$ cat src/rtl/mbseq_pkg.sv
package mbseq_pkg;

  // cycles between slot start and boundary rise (prefetch of pixel 0)
  localparam int unsigned PRE_CYC    = 2;
  // cycles between boundary rise and the first strobe rise
  localparam int unsigned LEAD_CYC   = 2;
  // strobe shape: high for STB_HI of every STB_PERIOD cycles
  localparam int unsigned STB_PERIOD = 4;
  localparam int unsigned STB_HI     = 2;

  // full length of one macroblock slot, prefetch cycles included
  function automatic int unsigned slot_len(input int unsigned pix);
    return PRE_CYC + LEAD_CYC + STB_PERIOD * pix;
  endfunction

  // boundary is high from the end of the prefetch to the end of the slot
  function automatic bit bound_on(input int unsigned p);
    return p >= PRE_CYC;
  endfunction

  function automatic bit strobe_on(input int unsigned p, input int unsigned pix);
    int unsigned first;
    first = PRE_CYC + LEAD_CYC;
    if (p < first || p >= first + STB_PERIOD * pix) return 1'b0;
    return ((p - first) % STB_PERIOD) < STB_HI;
  endfunction

  // a fetch at phase STB_PERIOD*k reaches the output register two cycles
  // later, which is two cycles ahead of the strobe rise for pixel k
  function automatic bit read_on(input int unsigned p, input int unsigned pix);
    return (p < STB_PERIOD * pix) && ((p % STB_PERIOD) == 0);
  endfunction

  function automatic int unsigned pix_index(input int unsigned p);
    return p / STB_PERIOD;
  endfunction

endpackage

$ cat src/rtl/mbseq_slot_timer.sv
module mbseq_slot_timer
  import mbseq_pkg::*;
#(
  parameter int unsigned MB_PIXELS = 384,
  parameter int unsigned P_W       = 11
) (
  input  logic           clk,
  input  logic           rst_n,
  input  logic           launch_i,
  input  logic           busy_i,
  output logic [P_W-1:0] phase_o,
  output logic           slot_end_o,
  output logic           pre_phase_o
);

  localparam int unsigned SLOT_LEN = slot_len(MB_PIXELS);

  logic [P_W-1:0] phase_q;

  assign slot_end_o  = (phase_q == P_W'(SLOT_LEN - 1));
  assign pre_phase_o = (phase_q < P_W'(PRE_CYC));
  assign phase_o     = phase_q;

  always_ff @(posedge clk or negedge rst_n) begin
    if (!rst_n) begin
      phase_q <= '0;
    end else if (launch_i) begin
      phase_q <= '0;
    end else if (busy_i) begin
      phase_q <= slot_end_o ? '0 : phase_q + P_W'(1);
    end
  end

endmodule

$ cat src/rtl/mbseq_frame_ctl.sv
module mbseq_frame_ctl #(
  parameter int unsigned MBN_W = 8
) (
  input  logic             clk,
  input  logic             rst_n,
  input  logic             frame_start_i,
  input  logic [MBN_W-1:0] mb_count_i,
  input  logic             slot_end_i,
  input  logic             pre_phase_i,
  output logic             busy_o,
  output logic             launch_o,
  output logic             last_slot_o,
  output logic             frame_rdy_o,
  output logic [MBN_W-1:0] mb_idx_o
);

  logic             busy_q;
  logic             pend_q;
  logic [MBN_W-1:0] total_q;
  logic [MBN_W-1:0] pend_total_q;
  logic [MBN_W-1:0] mb_q;
  logic             req_ok;
  logic             free_w;

  // zero-length requests never reach the frame logic
  assign req_ok      = frame_start_i && (mb_count_i != '0);
  assign last_slot_o = busy_q && slot_end_i && (mb_q == total_q - MBN_W'(1));
  assign free_w      = !busy_q || last_slot_o;
  assign launch_o    = free_w && (req_ok || pend_q);

  always_ff @(posedge clk or negedge rst_n) begin
    if (!rst_n) begin
      busy_q       <= 1'b0;
      pend_q       <= 1'b0;
      total_q      <= '0;
      pend_total_q <= '0;
      mb_q         <= '0;
    end else begin
      if (launch_o) begin
        busy_q  <= 1'b1;
        total_q <= req_ok ? mb_count_i : pend_total_q;
        mb_q    <= '0;
      end else if (last_slot_o) begin
        busy_q <= 1'b0;
      end else if (busy_q && slot_end_i) begin
        mb_q <= mb_q + MBN_W'(1);
      end

      // newest nonzero request wins while a frame is being sent
      if (launch_o) begin
        pend_q <= 1'b0;
      end else if (req_ok) begin
        pend_q       <= 1'b1;
        pend_total_q <= mb_count_i;
      end
    end
  end

  assign busy_o      = busy_q;
  assign mb_idx_o    = mb_q;
  assign frame_rdy_o = busy_q && !((mb_q == '0) && pre_phase_i);

endmodule

$ cat src/rtl/mbseq_pixel_path.sv
module mbseq_pixel_path
  import mbseq_pkg::*;
#(
  parameter int unsigned MB_PIXELS = 384,
  parameter int unsigned PIX_W     = 8,
  parameter int unsigned IDX_W     = 9,
  parameter int unsigned P_W       = 11
) (
  input  logic             clk,
  input  logic             rst_n,
  input  logic             busy_i,
  input  logic [P_W-1:0]   phase_i,
  output logic             rd_en_o,
  output logic [IDX_W-1:0] rd_addr_o,
  input  logic [PIX_W-1:0] rd_data_i,
  output logic [PIX_W-1:0] pix_data_o,
  output logic             pix_vld_o,
  output logic             mb_bound_o
);

  logic [31:0]      phase32;
  logic             fetch_q;
  logic [PIX_W-1:0] pix_q;

  assign phase32    = 32'(phase_i);
  assign mb_bound_o = busy_i && bound_on(phase32);
  assign pix_vld_o  = busy_i && strobe_on(phase32, MB_PIXELS);
  assign rd_en_o    = busy_i && read_on(phase32, MB_PIXELS);
  assign rd_addr_o  = IDX_W'(pix_index(phase32));

  // the buffer answers one cycle after the read; the sample is held here
  // until the next answer arrives four cycles later
  always_ff @(posedge clk or negedge rst_n) begin
    if (!rst_n) begin
      fetch_q <= 1'b0;
      pix_q   <= '0;
    end else begin
      fetch_q <= rd_en_o;
      if (fetch_q) pix_q <= rd_data_i;
    end
  end

  assign pix_data_o = pix_q;

endmodule

$ cat src/rtl/mbpix_out_seq.sv
module mbpix_out_seq
  import mbseq_pkg::*;
#(
  parameter  int unsigned PIX_W     = 8,
  parameter  int unsigned MB_PIXELS = 384,
  parameter  int unsigned MBN_W     = 8,
  localparam int unsigned IDX_W     = (MB_PIXELS > 1) ? $clog2(MB_PIXELS) : 1
) (
  input  logic             clk,
  input  logic             rst_n,
  input  logic             frame_start_i,
  input  logic [MBN_W-1:0] mb_per_frame_i,
  output logic             rd_en_o,
  output logic [IDX_W-1:0] rd_addr_o,
  output logic [MBN_W-1:0] rd_mb_o,
  input  logic [PIX_W-1:0] rd_data_i,
  output logic [PIX_W-1:0] pix_data_o,
  output logic             pix_vld_o,
  output logic             mb_bound_o,
  output logic             frame_rdy_o
);

  localparam int unsigned SLOT_LEN = slot_len(MB_PIXELS);
  localparam int unsigned P_W      = $clog2(SLOT_LEN);

  // internal events, named for the checker
  logic           busy_w;
  logic           launch_w;
  logic           slot_end_w;
  logic           last_slot_w;
  logic           pre_phase_w;
  logic [P_W-1:0] phase_w;

  mbseq_frame_ctl #(
    .MBN_W (MBN_W)
  ) frame_i (
    .clk           (clk),
    .rst_n         (rst_n),
    .frame_start_i (frame_start_i),
    .mb_count_i    (mb_per_frame_i),
    .slot_end_i    (slot_end_w),
    .pre_phase_i   (pre_phase_w),
    .busy_o        (busy_w),
    .launch_o      (launch_w),
    .last_slot_o   (last_slot_w),
    .frame_rdy_o   (frame_rdy_o),
    .mb_idx_o      (rd_mb_o)
  );

  mbseq_slot_timer #(
    .MB_PIXELS (MB_PIXELS),
    .P_W       (P_W)
  ) timer_i (
    .clk         (clk),
    .rst_n       (rst_n),
    .launch_i    (launch_w),
    .busy_i      (busy_w),
    .phase_o     (phase_w),
    .slot_end_o  (slot_end_w),
    .pre_phase_o (pre_phase_w)
  );

  mbseq_pixel_path #(
    .MB_PIXELS (MB_PIXELS),
    .PIX_W     (PIX_W),
    .IDX_W     (IDX_W),
    .P_W       (P_W)
  ) path_i (
    .clk        (clk),
    .rst_n      (rst_n),
    .busy_i     (busy_w),
    .phase_i    (phase_w),
    .rd_en_o    (rd_en_o),
    .rd_addr_o  (rd_addr_o),
    .rd_data_i  (rd_data_i),
    .pix_data_o (pix_data_o),
    .pix_vld_o  (pix_vld_o),
    .mb_bound_o (mb_bound_o)
  );

endmodule

$ cat config.mk
export PLATFORM = sky130hd
export DESIGN_NAME = mbpix_out_seq
export DESIGN_NICKNAME = d
export VERILOG_FILES = /design/src/rtl/mbseq_pkg.sv /design/src/rtl/mbseq_slot_timer.sv /design/src/rtl/mbseq_frame_ctl.sv /design/src/rtl/mbseq_pixel_path.sv /design/src/rtl/mbpix_out_seq.sv
export SDC_FILE = /design/constraint.sdc
export NUM_CORES = 1
export LEC_CHECK = 0
export BUFFER_PORTS_ARGS = -buffer_cell sky130_fd_sc_hd__buf_2
export CELL_PAD_IN_SITES_DETAIL_PLACEMENT = 0
export CELL_PAD_IN_SITES_GLOBAL_PLACEMENT = 1
export CORE_MARGIN = 2
export CORE_UTILIZATION = 46
export DETAILED_ROUTE_END_ITERATION = 12
export PLACE_DENSITY_LB_ADDON = 0.1
export SYNTH_ARGS = -nofsm -noshare
export SYNTH_HDL_FRONTEND = slang
export SYNTH_SLANG_ARGS = --single-unit
$ cat constraint.sdc
create_clock -name clk -period 7.2 [get_ports clk]
set_clock_uncertainty 0.1 [all_clocks]
set_input_delay 0.36 -clock clk [delete_from_list [all_inputs] [get_ports clk]]
set_output_delay 0.36 -clock clk [all_outputs]
set_load 0.03 [all_outputs]
**Yosys cells after proc, flatten, opt, wreduce, memory -nomap -nowiden**

Cells that the tools add are included.

- Bits in registers: 46
- Input port bits: 19

- Reductions and logical operators: 23
- Magnitude comparators: 6
- Multiplexer cells: 13
- Eq/ne operators: 3
- Add/subtract/negate cells: 4

Operators by type and width:

| operator | number |
|---|---|
| $mux 11 | 3 |
| $logic_not 32->1 | 1 |
| $mux 8 | 4 |
| $add 11x1->11 const B | 1 |
| $eq 11x11->1 const B | 1 |
| $ge 11x11->1 const B | 1 |
| $ge 11x2->1 const B | 1 |
| $lt 11x11->1 const B | 1 |
| $lt 11x2->1 const B | 1 |
| $lt 11x3->1 const B | 1 |
| $logic_and 1x1->1 | 10 |
| $add 8x1->8 const B | 1 |
| $eq 8x8->1 | 1 |
| $logic_not 8->1 | 1 |
| $reduce_bool 2->1 | 4 |
| $reduce_bool 8->1 | 1 |
| $sub 8x1->8 const B | 1 |
| $mux 1 | 6 |
| $logic_or 1x1->1 | 3 |
| $logic_not 1->1 | 2 |
| $lt 2x2->1 const B | 1 |
| $ne 2x1->1 const B | 1 |
| $reduce_and 2->1 | 1 |
| $sub 2x1->2 const B | 1 |

**Longest topological paths before layout**

- Depth after elaboration: 7
- Gate-level depth with buffers: 9
- Depth with buffers taken out: 8

**By module**

From an unflattened synthesis, not the netlist that was laid out.

- Cells, all modules: 260
- Area, all modules: 2646.3 sq um

By module, submodules not included:

| module | area each (sq um) | times used | cells an instance |
|---|---|---|---|
| mbseq_frame_ctl | 1579.0 | 1 | 157 |
| mbseq_slot_timer | 606.8 | 1 | 66 |
| mbseq_pixel_path | 460.4 | 1 | 37 |

**Worst setup path after synthesis**

No wires, ideal clock.

- Kind: register -> output
- Start point: register timer_i.phase_q[3], in the netlist timer_i.phase_o[3]
- End point: output pix_vld_o
- Stages on the path, launching flop included: 5
- Arrival time: 2.465 ns
- Buffers on the path: 1
- Path slack: 4.275 ns
- Data required time: 6.740 ns
- Cells stage by stage: dfrtp_1 -> clkbuf_1 -> nor3_1 -> nand2_1 -> a2111oi_0

- Cells in the longest elaborated chain, start to end: 5

Ends and longest elaborated chain:

| element | line | text |
|---|---|---|
| start: declaration | mbseq_slot_timer.sv:18 | `logic [P_W-1:0] phase_q;` |
| start signal: assignment | mbseq_slot_timer.sv:30 | `phase_q <= slot_end_o ? '0 : phase_q + P_W'(1);` |
| $lt 11x3->1 or $ge 11x11->1 (tied branches) | mbseq_pkg.sv:24 | `if (p < first \|\| p >= first + STB_PERIOD * pix) return 1'b0;` |
| $logic_or 1x1->1 (*) | mbseq_pkg.sv:24 |  |
| $mux 1 (*) | mbseq_pkg.sv:24 |  |
| $mux 1 (*) | mbseq_pkg.sv:25 | `return ((p - first) % STB_PERIOD) < STB_HI;` |
| $logic_and 1x1->1 (*) | mbseq_pixel_path.sv:27 | `assign pix_vld_o = busy_i && strobe_on(phase32, MB_PIXELS);` |
| end: declaration | mbpix_out_seq.sv:18 | `output logic pix_vld_o,` |

Every way passes the cells marked *; elsewhere a longest branch is shown, timed or not.

**Worst setup path in the final report**

- Start point: register frame_i.total_q[0]
- End point: register frame_i.mb_q[2], in the netlist frame_i.mb_idx_o[2]

- Cells in the longest elaborated chain, start to end: 7

Ends and longest elaborated chain:

| element | line | text |
|---|---|---|
| start: declaration | mbseq_frame_ctl.sv:19 | `logic [MBN_W-1:0] total_q;` |
| start signal: assignment | mbseq_frame_ctl.sv:41 | `total_q <= req_ok ? mb_count_i : pend_total_q;` |
| $sub 8x1->8 (*) | mbseq_frame_ctl.sv:27 | `assign last_slot_o = busy_q && slot_end_i && (mb_q == total_q - MBN_W'(1));` |
| $eq 8x8->1 (*) | mbseq_frame_ctl.sv:27 |  |
| $logic_and 1x1->1 (*) | mbseq_frame_ctl.sv:27 |  |
| $logic_or 1x1->1 | mbseq_frame_ctl.sv:28 | `assign free_w = !busy_q \|\| last_slot_o;` |
| $logic_and 1x1->1 | mbseq_frame_ctl.sv:29 | `assign launch_o = free_w && (req_ok \|\| pend_q);` |
| $ne 2x1->1 (no source line) or $reduce_bool 2->1 (tied branches) | n/a |  |
| $reduce_and 2->1 (no source line) | n/a |  |
| end signal: assignment | mbseq_frame_ctl.sv:46 | `mb_q <= mb_q + MBN_W'(1);` |
| end: declaration | mbseq_frame_ctl.sv:21 | `logic [MBN_W-1:0] mb_q;` |

Marks and branches as above.
A chain may end at the register's enable or synchronous reset.

==> results.ini <==
[worst_setup_path]
cp.depth=8
crit_required_ns=7.29
crit_slowest_cell=a211oi_2
crit_fanout=15
worst-path-buf-inv=1
crit_path_start_kind=register
crit_chain=inv_1, ha_1, nor3b_1, xnor2_1, o2111ai_2, a211oi_2, o21ai_0, a211o_1
reg2regPathDepth=8
endpoint_kind=register
worstPathArrival_ns=2.86
max_stage_delay_ns=0.76
path_class=reg2reg
critPathTopFamily=compound AO/OA/AOI/OAI gates

[synth]
ys_seq_area_share_pct=42.73
synth_ff_type=dfrtp_1
yosysTopAreaCellShare_pct=42.73
synth-edff-count=0
ys_ff_latch=46
synth_cells=270
netlist_area_um2=2694
async_reset_ff_share_pct=100.0
synth.area.top_cells=dfrtp_1 43%, mux2_2 8.8%, nand2_1 4.9%, o21ai_0 3.9%, buf_4 2.8%
yosysWarnings=0
syn_nets=294
yosysUniqueCellTypes=51
avgSynthCellArea_um2=9.977
synth_area_leader_cell=dfrtp_1

[clock_network]
cts_made_buffers=5
cts_tree=yes
htreeDepth=2
cts_resized=0
cts_buffer_depth=2
clkLatencyLatePin_ns=0.30
holdBufCountCts=0
cts_setup_buffers=0
cts-root-buf=clkbuf_8
clkTransAtPathRegs_ns=0.10
numClockSinks=46

[place]
place_inst=367
dp_hpwl_mm=4.017
io_buffer_count=47
routabilityCongestion=0.7909
pre_cts_slack_ns=4.443
post_dp_cell_area_um2=2887

[detailed_routing]
vias=2045
detail_route.wl_per_cell_um=15.13
drc=0
viasPerCell=5.453
routed_wl_mm=5.675
ant_nets=0
drt_iter0_drc=96
first_pass_iters=4

[floorplanning]
core_area_um2=5574
die-area_um2=6484
die_x_um=80.53
die_h_um=80.53
pin_count=48
initial_core_util_pct=48.33
rows=27

[sta]
hold_ws_ns=0.1201
tightestPinTransition_ns=1.025
max-slew-margin-rel_pct=31.63
setup_slack_ns=4.424
tns_ns=0
hold_viol_final=0
period_share_pct=38.55
finalCriticalPeriod_ns=2.776
final-setup-viol-count=0
rsz0062_at_grt=false
fmax_mhz=360.3
slew_violations=0

[pwr]
peakVddDrop_v=0.00009459
p_leak_nw=1.329
power_density_nw_per_um2=156.0

[layout]
antennaDiodeCount=0
drive_above_1_share_pct=29.04
nets=326
fillers=522
syn2layout_area_growth_pct=10.59
final-instance-count-excl-fill=375
final_area_um2=2979

[global_route]
antenna_found_initial=0
grt_max_degree=47
grt_pass1_wl_mm=9.252
track_usage_pct=18.69
grt_overflow=0
grt_pass1_vias=1855

[min_path]
worstHoldPathType=in2async

[run]
cap_violations=0

[outcome]
outcome=completed

area by class of cell:
| class | instances | area (µm²) | area share [%] |
|---|---|---|---|
| sequential | 46 | 1151 | 38.64 |
| clock inverter | 3 | 23.77 | 0.7980 |
| timing repair buffer | 47 | 235.2 | 7.896 |
| clock buffer | 5 | 68.82 | 2.310 |
| multi-input combinational | 194 | 1380 | 46.32 |
| tap | 72 | 90.09 | 3.024 |
| inverter | 8 | 30.03 | 1.008 |
where the power goes:
| group | leakage [nW] | internal (mW) | total, mW | switching, mW |
|---|---|---|---|---|
| combinational | 0.760 | 0.0137 | 0.0331 | 0.0194 |
| clock | 0.0408 | 0.0695 | 0.163 | 0.0939 |
| sequential | 0.528 | 0.265 | 0.268 | 0.00314 |
| total | 1.33 | 0.348 | 0.465 | 0.116 |
cells in the final DEF (no fill, tap or decap), types with 7 or more instances in the layout:
cell     instances
nand4_1         10
and3_1           9
nor2_1          12
buf_2           47
inv_1            7
mux2_2          21
nand2_1         35
o21ai_0         21
xnor2_1          7
dfrtp_1         46
cells in the mapped netlist, types with 2 or more instances:
cell / n
dfrtp_1: 46
nand2_1: 35
mux2_2: 21
o21ai_0: 21
nor2_1: 12
buf_4: 10
nand4_1: 10
and3_1: 9
clkbuf_1: 9
inv_1: 7
xnor2_1: 7
a21oi_1: 6
mux2i_1: 6
and2_1: 5
ha_1: 5
nand3_1: 5
nor3_1: 5
or4_1: 5
a31oi_1: 4
o31ai_1: 4
xor2_1: 4
a211o_1: 2
and2b_1: 2
mux2_4: 2
o211ai_1: 2
metal layers:
metal	wire [µm]	GRT usage, %	vias up
met5	0	0	-
met2	2536	27.33	52
li1	-	-	1018
met4	77	6.610	0
met3	268	3.596	7
met1	2793	27.42	968
through the flow:
| stage | util (%) | power [mW] |
|---|---|---|
| 2_1_floorplan | - | 0.2911 |
| 3_3_place_gp | 51.78 | 0.3065 |
| 3_5_place_dp | 51.78 | 0.3074 |
| 4_1_cts | 53.45 | 0.4739 |
| 5_1_grt | 53.45 | 0.4867 |
| 6_report | 53.45 | 0.4646 |
registers in the layout (all words and copies together), names as in the netlist:
| name | cells |
|---|---|
| frame_i.busy_o | 1 |
| frame_i.mb_idx_o | 8 |
| frame_i.pend_q | 1 |
| frame_i.pend_total_q | 8 |
| frame_i.total_q | 8 |
| path_i.fetch_q | 1 |
| path_i.pix_data_o | 8 |
| timer_i.phase_o | 11 |
worst paths after layout:
kind                                        endpoint            startpoint  slack (ns)
worst max register to register   frame_i.mb_idx_o[2]    frame_i.total_q[0]        4.42
worst min-delay path            path_i.pix_data_o[0]                 rst_n        0.12
worst min register to register  path_i.pix_data_o[3]  path_i.pix_data_o[3]        0.41
min in group clk                path_i.pix_data_o[2]          rd_data_i[2]        0.18
max in group asynchronous         frame_i.total_q[7]                 rst_n        6.23
worst max-delay path             frame_i.mb_idx_o[2]    frame_i.total_q[0]        4.42
logic make-up after synthesis:
logic type / share of synthesized area [%]
AOI/OAI and AO/OA: 13.61
xor gates and xnor gates: 3.576
adders and majority gates: 2.322
buffers and inverters: 6.037
DFF: 42.73
muxes: 12.12
and+or+nand+nor: 19.60
No activity file was read; power rests on OpenSTA's default activity.
